### src/rtl/utx_pkg.sv
`timescale 1ns/1ps
package utx_pkg;
    // Shifter sequencing: idle, loaded but waiting for a tick, shifting a frame
    typedef enum logic [1:0] {
        SH_IDLE  = 2'd0,
        SH_ARMED = 2'd1,
        SH_SHIFT = 2'd2
    } sh_state_e;
endpackage

### src/rtl/utx_holdreg.sv
`timescale 1ns/1ps
module utx_holdreg #(
    parameter int DATA_W = 8
) (
    input  logic              clk,
    input  logic              rst_n,
    input  logic              wr_en,
    input  logic [DATA_W-1:0] wr_data,
    input  logic              take,
    output logic [DATA_W-1:0] hold_data,
    output logic              full
);
    typedef struct packed {
        logic [DATA_W-1:0] data;
        logic              full;
    } hold_t;

    hold_t hold_d, hold_q;

    always_comb begin
        hold_d = hold_q;
        if (take) begin
            hold_d.full = 1'b0;
        end
        // a write in the same cycle as a hand-off wins: the new byte stays pending
        if (wr_en) begin
            hold_d.data = wr_data;
            hold_d.full = 1'b1;
        end
    end

    always_ff @(posedge clk or negedge rst_n) begin
        if (!rst_n) begin
            hold_q <= '0;
        end else begin
            hold_q <= hold_d;
        end
    end

    assign hold_data = hold_q.data;
    assign full      = hold_q.full;
endmodule

### src/rtl/utx_bitclk.sv
`timescale 1ns/1ps
module utx_bitclk #(
    parameter int OVS = 16
) (
    input  logic clk,
    input  logic rst_n,
    input  logic tick,
    input  logic run,
    output logic bit_end
);
    localparam int SUB_W = (OVS > 2) ? $clog2(OVS) : 1;
    localparam logic [SUB_W-1:0] SUB_LAST = SUB_W'(OVS - 1);

    typedef struct packed {
        logic [SUB_W-1:0] sub;
    } bclk_t;

    bclk_t bclk_d, bclk_q;

    assign bit_end = run && tick && (bclk_q.sub == SUB_LAST);

    always_comb begin
        bclk_d = bclk_q;
        if (!run) begin
            bclk_d.sub = '0;
        end else if (tick) begin
            bclk_d.sub = (bclk_q.sub == SUB_LAST) ? '0 : bclk_q.sub + 1'b1;
        end
    end

    always_ff @(posedge clk or negedge rst_n) begin
        if (!rst_n) begin
            bclk_q <= '0;
        end else begin
            bclk_q <= bclk_d;
        end
    end
endmodule

### src/rtl/utx_shifter.sv
`timescale 1ns/1ps
module utx_shifter
    import utx_pkg::*;
#(
    parameter int DATA_W = 8
) (
    input  logic              clk,
    input  logic              rst_n,
    input  logic              tick,
    input  logic              bit_end,
    input  logic              buf_full,
    input  logic [DATA_W-1:0] buf_data,
    output logic              take,
    output logic              running,
    output logic              idle,
    output logic              line
);
    localparam int FRAME_W = DATA_W + 2;
    localparam int CNT_W   = $clog2(FRAME_W);
    localparam logic [CNT_W-1:0] LAST_BIT = CNT_W'(FRAME_W - 1);

    typedef struct packed {
        sh_state_e          st;
        logic [FRAME_W-1:0] frm;
        logic [CNT_W-1:0]   bitn;
        logic               line;
    } shf_t;

    shf_t shf_d, shf_q;

    always_comb begin
        shf_d = shf_q;
        take  = 1'b0;
        case (shf_q.st)
            SH_IDLE: begin
                if (buf_full) begin
                    take       = 1'b1;
                    shf_d.st   = SH_ARMED;
                    shf_d.frm  = {1'b1, buf_data, 1'b0};
                    shf_d.bitn = '0;
                end
            end
            SH_ARMED: begin
                if (tick) begin
                    shf_d.st = SH_SHIFT;
                end
            end
            SH_SHIFT: begin
                if (bit_end) begin
                    if (shf_q.bitn == LAST_BIT) begin
                        if (buf_full) begin
                            // stop bit done, next byte goes straight into its start bit
                            take       = 1'b1;
                            shf_d.frm  = {1'b1, buf_data, 1'b0};
                            shf_d.bitn = '0;
                        end else begin
                            shf_d.st  = SH_IDLE;
                            shf_d.frm = '1;
                        end
                    end else begin
                        shf_d.frm  = {1'b1, shf_q.frm[FRAME_W-1:1]};
                        shf_d.bitn = shf_q.bitn + 1'b1;
                    end
                end
            end
            default: begin
                shf_d.st  = SH_IDLE;
                shf_d.frm = '1;
            end
        endcase
        shf_d.line = (shf_d.st == SH_SHIFT) ? shf_d.frm[0] : 1'b1;
    end

    always_ff @(posedge clk or negedge rst_n) begin
        if (!rst_n) begin
            shf_q <= '{st: SH_IDLE, frm: '1, bitn: '0, line: 1'b1};
        end else begin
            shf_q <= shf_d;
        end
    end

    assign running = (shf_q.st == SH_SHIFT);
    assign idle    = (shf_q.st == SH_IDLE);
    assign line    = shf_q.line;
endmodule

### src/rtl/uart_tx_dbuf.sv
`timescale 1ns/1ps
module uart_tx_dbuf #(
    parameter int DATA_W = 8,
    parameter int OVS    = 16
) (
    input  logic              clk,
    input  logic              rst_n,
    input  logic              tick_i,
    input  logic              wr_en_i,
    input  logic [DATA_W-1:0] wr_data_i,
    output logic [DATA_W-1:0] buf_rd_o,
    output logic              buf_empty_o,
    output logic              busy_o,
    output logic              txd_o
);
    logic              take_w;
    logic              full_w;
    logic [DATA_W-1:0] hold_w;
    logic              run_w;
    logic              idle_w;
    logic              bit_end_w;
    logic              line_w;

    utx_holdreg #(.DATA_W(DATA_W)) u_hold (
        .clk       (clk),
        .rst_n     (rst_n),
        .wr_en     (wr_en_i),
        .wr_data   (wr_data_i),
        .take      (take_w),
        .hold_data (hold_w),
        .full      (full_w)
    );

    utx_bitclk #(.OVS(OVS)) u_bclk (
        .clk     (clk),
        .rst_n   (rst_n),
        .tick    (tick_i),
        .run     (run_w),
        .bit_end (bit_end_w)
    );

    utx_shifter #(.DATA_W(DATA_W)) u_shf (
        .clk      (clk),
        .rst_n    (rst_n),
        .tick     (tick_i),
        .bit_end  (bit_end_w),
        .buf_full (full_w),
        .buf_data (hold_w),
        .take     (take_w),
        .running  (run_w),
        .idle     (idle_w),
        .line     (line_w)
    );

    assign buf_rd_o    = hold_w;
    assign buf_empty_o = ~full_w;
    assign busy_o      = ~idle_w | full_w;
    assign txd_o       = line_w;
endmodule

### config.mk
export PLATFORM = sky130hd
export DESIGN_NAME = uart_tx_dbuf
export DESIGN_NICKNAME = d
export VERILOG_FILES = /design/src/rtl/utx_pkg.sv /design/src/rtl/utx_holdreg.sv /design/src/rtl/utx_bitclk.sv /design/src/rtl/utx_shifter.sv /design/src/rtl/uart_tx_dbuf.sv
export SDC_FILE = /design/constraint.sdc
export NUM_CORES = 1
export LEC_CHECK = 0
export BUFFER_PORTS_ARGS = -buffer_cell sky130_fd_sc_hd__buf_2
export CAP_MARGIN = 10
export CORE_ASPECT_RATIO = 1.25
export CORE_MARGIN = 4
export CORE_UTILIZATION = 45
export DETAILED_ROUTE_END_ITERATION = 10
export GPL_ROUTABILITY_DRIVEN = 0
export PLACE_DENSITY = 0.67
export REMOVE_ABC_BUFFERS = 1
export SLEW_MARGIN = 10
export SYNTH_ARGS = -nofsm -noshare
export SYNTH_HDL_FRONTEND = slang
export SYNTH_SLANG_ARGS = --single-unit
export TNS_END_PERCENT = 50
### constraint.sdc
create_clock -name clk -period 2.53 [get_ports clk]
set_input_delay 0.759 -clock clk [delete_from_list [all_inputs] [get_ports clk]]
set_output_delay 0.759 -clock clk [all_outputs]
set_load 0.005 [all_outputs]
Yosys cells after proc, flatten, opt, wreduce, memory -nomap -nowiden
Cells that the tools add are included.
{"block": "word_totals", "inputBits": 12, "out_inout_bits": 11, "reg_bits": 30}
{"block": "classes", "n_mux": 21, "n_eq_ne": 9, "reduce_logical": 7, "addsub": 2, "bitwise": 4}
{"op": "$mux 16", "n": 2}
{"op": "$pmux 10 s3", "n": 1}
{"op": "$mux 4", "n": 4}
{"op": "$mux 14", "n": 1}
{"op": "$mux 9", "n": 1}
{"op": "$add 4x1->4 const B", "n": 2}
{"op": "$eq 4x4->1 const B", "n": 2}
{"op": "$pmux 4 s2", "n": 1}
{"op": "$mux 1", "n": 6}
{"op": "$mux 2", "n": 3}
{"op": "$pmux 2 s3", "n": 1}
{"op": "$eq 2x2->1 const B", "n": 2}
{"op": "$ne 2x2->1 const B", "n": 2}
{"op": "$reduce_and 4->1", "n": 1}
{"op": "$reduce_bool 2->1", "n": 2}
{"op": "$ne 3x3->1 const B", "n": 1}
{"op": "$not 1->1", "n": 3}
{"op": "$reduce_and 3->1", "n": 1}
{"op": "$eq 2x1->1 const B", "n": 1}
{"op": "$logic_and 1x1->1", "n": 2}
{"op": "$logic_not 2->1", "n": 1}
{"op": "$ne 2x1->1 const B", "n": 1}
{"op": "$pmux 1 s2", "n": 1}
{"op": "$or 1x1->1", "n": 1}

Logic depth before layout (Yosys ltp)
Gate-level depths: netlist of run 1.
{"block": "depth", "ltp_word": 7, "ltp_mapped": 8, "mapped_depth_nobuf": 6}

By module
A second synthesis of run 1 with hierarchy kept.
{"block": "hier_totals", "hier_cells": 142, "area_unflattened_um2": 1565.3}
{"module": "utx_shifter", "area_each_um2": 969.7, "seq_area_each_um2": 439.2, "cells_per_inst": 98, "n_inst": 1}
{"module": "utx_holdreg", "area_each_um2": 369.1, "seq_area_each_um2": 225.2, "cells_per_inst": 20, "n_inst": 1}
{"module": "utx_bitclk", "area_each_um2": 216.5, "seq_area_each_um2": 100.1, "cells_per_inst": 22, "n_inst": 1}
{"module": "uart_tx_dbuf", "area_each_um2": 10.0, "seq_area_each_um2": 0.0, "cells_per_inst": 2, "n_inst": 1}

Worst setup path before layout of run 1
No wires, ideal clock.
{"block": "synth_timing", "path_type": "input port to flip-flop", "start": "input port tick_i", "end": "register u_shf.shf_q[2] (netlist bit)", "path_stages": 3, "path_slack_ns": 0.907, "path_buffers": 0, "arrival_ns": 1.477, "cell_sequence": "nand4_2 > a211oi_1 > o22ai_1"}
{"block": "synth_via", "elab_chain_len": 4}
{"element": "start, declared", "line": "uart_tx_dbuf.sv:8", "source": "input logic tick_i,"}
{"element": "$logic_and 1x1->1 (2 in a row)", "line": "utx_bitclk.sv:20", "source": "assign bit_end = run && tick && (bclk_q.sub == SUB_LAST);"}
{"element": "$ne 2x2->1 (no source line)"}
{"element": "$reduce_and 4->1 (no source line)"}
{"element": "end signal, assigned", "line": "utx_shifter.sv:76", "source": "shf_q <= '{st: SH_IDLE, frm: '1, bitn: '0, line: 1'b1};"}
{"element": "end, declared", "line": "utx_shifter.sv:29", "source": "shf_t shf_d, shf_q;"}
Every way passes these cells.
A chain may end at the register's enable or synchronous reset.

Worst setup path after layout of run 1
{"block": "layout_timing", "start": "register u_shf.shf_q[16] (netlist bit)", "end": "output port busy_o"}
{"block": "layout_via", "elab_chain_len": 3}
{"element": "$logic_not 2->1", "line": "utx_shifter.sv:83", "source": "assign idle = (shf_q.st == SH_IDLE);"}
{"element": "$not 1->1", "line": "uart_tx_dbuf.sv:57", "source": "assign busy_o = ~idle_w | full_w;"}
{"element": "$or 1x1->1", "line": "uart_tx_dbuf.sv:57"}
{"element": "end, declared", "line": "uart_tx_dbuf.sv:13", "source": "output logic busy_o,"}
Every way passes these cells.

==> run metrics, run 1 <==
outcome=complete, no violations; CP peak stage delay=0.51 ns; R2R cell count=5; Setup crit end kind=primary output; area growth from synthesis to layout=12.0%; worst clock skew=0.00198 ns; FF-to-FF Start=u_shf.shf_q[1]; CP Class=flop to primary output; Fmax=532 MHz; most frequent cells in the layout=22 x buf_2, 19 x dfrtp_1, 11 x dfstp_2; Fin Setup TNS=0 ns; # diodes=0; gr usage total=0.161; DRC viols=0; clock share of power=0.214; chip height=73.9 µm; number of enable flip-flop cells after synthesis=0; clk sink count=30; Most Crowded Layer GR=met2; share of post-route cells with drive strength above 1=0.358; worst-path maximum fanout=11; I/O Buffers=22; dpl hpwl=2230 µm; power per cell area=963 mW/mm²; worst hold path type=input port to async pin; CP bufs+invs=2; peak supply drop=713 µV; Worst Setup Slack, final=0.649 ns; crit share post-route=0.743; #FFs+latches synth=30; initial core utilization=0.476; io pins=23; buffers inserted by post-CTS timing repair=0; initial drt markers=33; Resized cells post-CTS=0; internal power=1.10 mW; first-pass GRT wire length=5330 µm; Place WS=0.577 ns; Max-Cap Viols=0; fin. max-slew vios=0; root buf cell=clkbuf_8; CP Launch Type=flop; final setup fails=0; FF-to-FF End=u_shf.shf_q[2]; Gate power share=0.338; CP max stage cell=dfrtp_1; die width=60.7 µm; clk buf depth=2; hold buffer count at CTS=0; Reg clk slew, reported paths=0.06 ns; core footprint=0.00328 mm²; Critical Path, Cell by Cell=inv_1 -> nand2_1 -> buf_2; die area=0.00449 mm²; Async SR Flop Fraction=1.00; global route overflow=0; TritonCTS Buffers=5; cell area after synthesis=0.00156 mm²; largest net degree at the start of global routing=31; Avg Synthesized Cell Area=11.0 µm²; final wirelength=3120 µm; Worst slew margin=0.564; RSZ-0062 raised after global routing=false; Worst-Skew Late Latency=0.28 ns; Detail Route Antenna Nets=0; GR met2 Demand/Resource=0.269; sw frac=0.350; met3 Use GR=0.0545; Post-synth top flop=dfrtp_1; Routed WL per cell=15.4 µm; met1 Track Usage GR=0.183; sequential fraction of the synthesis area=0.489; initial antenna violation count=0; final hold viol count=0; worst path required time=1.77 ns; flop2flop setup slack=0.79 ns; Vias=1,202; NetSw=0.590 mW; Via density=5.95; nets@finish=179; vias in the first global route=1,199; CTS tree=built; CP top delay family=flip-flops; LEAKAGE=0.737 nW; commonest non-fill, non-tap cell in the layout=buf_2; Mapped Cells=142; Slew @ Worst Pin=0.654 ns; Tmin final=1.88 ns; Critical Path AT=1.12 ns; Seq pwr share=0.448; Initial DRT Pass Iterations=4; row count=23; Unique masters post-synth=37; H-tree Lvls=2; YS warnings=0
flip-flops by register name (all words and copies together), names as in the netlist:
signal and count:
u_shf.shf_q 16, u_hold.hold_data 8, u_shf.line 1, u_bclk.bclk_q 4, u_hold.full 1
kinds of logic (layout without fill, tap and decap cells):
logic type | count (synthesis) | count (layout) | share of synthesized area
AO/OA/AOI/OAI | 48 | 48 | 0.235
AND/OR/NAND/NOR | 34 | 34 | 0.116
flip-flops | 30 | 30 | 0.489
buffers and inverters | 15 | 38 | 0.0528
multiplexers | 11 | 11 | 0.0769
adder cells (fa/ha/maj) | 3 | 3 | 0.0240
XOR/XNOR | 1 | 1 | 0.00561
worst max-delay path by stage:
stage          depth (start not counted)  slack, ns        endpoint       startpoint
2_1_floorplan                          4       0.71      u_shf.line           tick_i
3_3_place_gp                           4       0.61  u_shf.shf_q[2]           tick_i
3_5_place_dp                           4       0.58  u_shf.shf_q[2]           tick_i
4_1_cts                                3       0.65          busy_o  u_shf.shf_q[16]
5_1_grt                                3       0.56          busy_o  u_shf.shf_q[16]
6_report                               3       0.65          busy_o  u_shf.shf_q[16]
through the flow:
step | util | instance area [µm²] | total power [mW] | instances | hold WS (ns)
after floorplan | - | 1510 | 1.17 | 134 | 0.463
after global placement | 0.509 | 1670 | 1.30 | 194 | 0.517
after detailed placement | 0.509 | 1670 | 1.33 | 194 | 0.541
after CTS | 0.534 | 1750 | 1.70 | 202 | 0.530
after global routing | 0.534 | 1750 | 1.80 | 202 | 0.551
final | 0.534 | 1750 | 1.69 | 202 | 0.505
power by group through the flow:
stage / clock network [mW] / registers [mW] / logic (mW)
2_1_floorplan: 0 / 0.732 / 0.440
3_3_place_gp: 0 / 0.754 / 0.549
3_5_place_dp: 0 / 0.762 / 0.572
4_1_cts: 0.374 / 0.756 / 0.572
5_1_grt: 0.389 / 0.775 / 0.636
6_report: 0.361 / 0.756 / 0.569
worst register-to-register path: cells and delay by family, from the launching register on:
family,cells,cell delay (ns)
fa+ha+maj,1,0.25
flops,1,0.42
simple gates,1,0.25
compound gates,3,0.69
routing by layer:
layer | routed length (µm) | up-vias
li1 | - | 567
met1 | 1340 | 606
met2 | 1570 | 23
met3 | 155 | 6
met4 | 55 | 0
met5 | 0 | -
area by class of cell:
cell class,count,area (µm²)
fillers,325,1530
clock buffers,8,80.1
multi-input cells,97,716
inverters,7,26.3
repair buffers,23,118
flip-flops and latches,30,764
well taps,37,46.3
Yosys cell counts (all sizes together) (2+ instances only):
master / number / area share
o32ai: 8 / 0.045
o21a: 9 / 0.043
mux2: 8 / 0.058
o22ai: 10 / 0.040
nor2: 9 / 0.023
dfrtp: 19 / 0.30
nand2: 10 / 0.024
o21ai: 2 / 0.0064
mux2i: 3 / 0.019
o211ai: 3 / 0.023
buf: 7 / 0.034
inv: 7 / 0.017
ha: 3 / 0.024
nand4: 3 / 0.016
nand2b: 3 / 0.012
a21oi: 13 / 0.061
dfstp: 11 / 0.18
(Power assumes the default switching activity.)
==> run 2: changes to the inputs <==
- PLACE_DENSITY: 0.67 -> 0.7
- clock period: 2.53 -> 1.66 ns (I/O delays scaled with it)
==> run metrics, run 2 (synthesis gave the netlist of run 1 again) <==
largest net degree at the start of global routing=31 (unchanged); root buf cell=clkbuf_8; Max-Cap Viols=0 (unchanged); NetSw=1.00 mW (+70%); multi-input combinational cell area=757 µm² (+5.8%); Critical Path AT=1.12 ns (about the same); flop2flop setup slack=0.13 ns (-0.66 ns); max reg flops=16 (unchanged); clk sink count=30 (unchanged); first-pass GRT wire length=5460 µm (+2.6%); Worst slew margin=0.554 (-0.0106); RSZ-0062 raised after global routing=true; I/O Buffers=22 (unchanged); R2R cell count=7 (+2); TritonCTS Buffers=5 (unchanged); Vias=1,277 (+6.2%); Fmax=617 MHz; final wirelength=3460 µm (+11%); vias in the first global route=1,216 (+1.4%); Reg clk slew, reported paths=0.06 ns (about the same); initial core utilization=0.476 (unchanged); chip height=73.9 µm (unchanged); internal power=1.79 mW (+63%); clock share of power=0.203 (-0.011); worst hold path type=input port to async pin; CP Launch Type=flop; worst-path maximum fanout=8 (-3); outcome=complete, no violations; Setup crit end kind=primary output; die area=0.00449 mm² (unchanged); peak supply drop=898 µV (+26%); Top reg by flops=u_shf.shf_q; nets@finish=191 (+6.7%); share of post-route cells with drive strength above 1=0.424 (+0.0662); power per cell area=1480 mW/mm² (+53%); most frequent cells in the layout=22 x buf_2, 19 x dfrtp_1, 11 x buf_4, 11 x dfstp_2; DRC viols=0 (unchanged); LEAKAGE=0.795 nW (+7.8%); # diodes=0 (unchanged); Sequential Area=764 µm² (unchanged); die width=60.7 µm (unchanged); H-tree Lvls=2 (unchanged); core footprint=0.00328 mm² (unchanged); Via density=5.97 (+0.28%); Initial DRT Pass Iterations=6 (+2); CTS tree=built; Slew @ Worst Pin=0.670 ns (+0.0159 ns); gr usage total=0.164 (+0.00285); CP Class=flop to primary output; fin cells=214 (+5.9%); commonest non-fill, non-tap cell in the layout=buf_2; Detail Route Antenna Nets=0 (unchanged); hold buffer count at CTS=0 (unchanged); initial antenna violation count=0 (unchanged); cell total after placement=203 (+4.6%); final hold viol count=0 (unchanged); final setup fails=0 (unchanged); filler instances=300 (-7.7%); Gate power share=0.402 (+0.064); initial drt markers=43 (+30%); FF-to-FF End=u_shf.shf_q[3]; fin. max-slew vios=0 (unchanged); io pins=23 (unchanged); global route overflow=0 (unchanged); Seq pwr share=0.395 (-0.053); sw frac=0.359 (+0.00860); dpl hpwl=2350 µm (+5.7%); Routed WL per cell=16.1 µm (+4.6%); clk buf depth=2 (unchanged); Tmin final=1.62 ns; Worst-Skew Late Latency=0.28 ns (about the same); crit share post-route=0.976; worst path required time=1.16 ns (-0.61 ns); Fin Setup TNS=0 ns (unchanged); row count=23 (unchanged); FF-to-FF Start=u_shf.shf_q[2]; worst clock skew=0.00557 ns (+0.00358 ns); area growth from synthesis to layout=20.9%
[run 2: metrics by stage]
step	setup slack, ns	cell area [µm²]	hold slack (ns)	total power, mW	util
finish	0.0405	1890	0.246	2.79	0.576
global route	-0.0145	1890	0.304	2.96	0.576
CTS	0.0237	1830	0.268	2.73	0.559
detailed placement	0.0550	1750	0.546	2.15	0.534
global placement	0.123	1750	0.533	2.10	0.534
floorplan	-0.00296	1510	0.202	1.79	-
[run 2: worst max-delay path, stage by stage, from the launching register on]
cell and delay (ns):
dfrtp_1 0.37, buf_4 0.17, nor2_4 0.11, nand2_1 0.06, buf_2 0.12
[run 2: how the worst max path moves through the flow]
stage,slack [ns],depth (start not counted),startpoint,end
after floorplan,-0.003,5,u_bclk.bclk_q[0],u_shf.line
after global placement,0.12,5,tick_i,u_shf.shf_q[11]
after detailed placement,0.06,5,u_bclk.bclk_q[0],u_shf.line
after CTS,0.02,4,u_shf.shf_q[15],busy_o
after global routing,-0.01,4,u_shf.shf_q[15],busy_o
final,0.04,4,u_shf.shf_q[15],busy_o
[run 2: timing repair]
item,CTS,global route
setup buffers,0,2
endpoints found under the setup margin,1,15
gates cloned,0,1
pin swaps,0,2
endpoints found under the hold margin,0,0
resized for setup,2,6
[run 2: power groups by stage]
stage / Combinational [mW] / Clock (mW) / Sequential (mW)
after global placement: 1.00 / 0 / 1.10
after floorplan: 0.670 / 0 / 1.12
after CTS: 1.05 / 0.580 / 1.10
final: 1.12 / 0.566 / 1.10
after global routing: 1.23 / 0.609 / 1.12
after detailed placement: 1.04 / 0 / 1.11
[run 2: per-layer routing]
metal,vias to the layer above,routed length (µm),global-route usage
li1,597,-,-
met1,646,1450,0.191
met2,29,1790,0.282
met3,5,172,0.0510
met4,0,42,0.0506
met5,-,0,0
[run 2: layout make-up]
class | instances | area share
Clock buffer | 8 | 0.0424
Sequential cell | 30 | 0.405
Multi-Input combinational cell | 98 | 0.401
Inverter | 7 | 0.0152
Timing Repair Buffer | 34 | 0.113
Tap cell | 37 | 0.0245
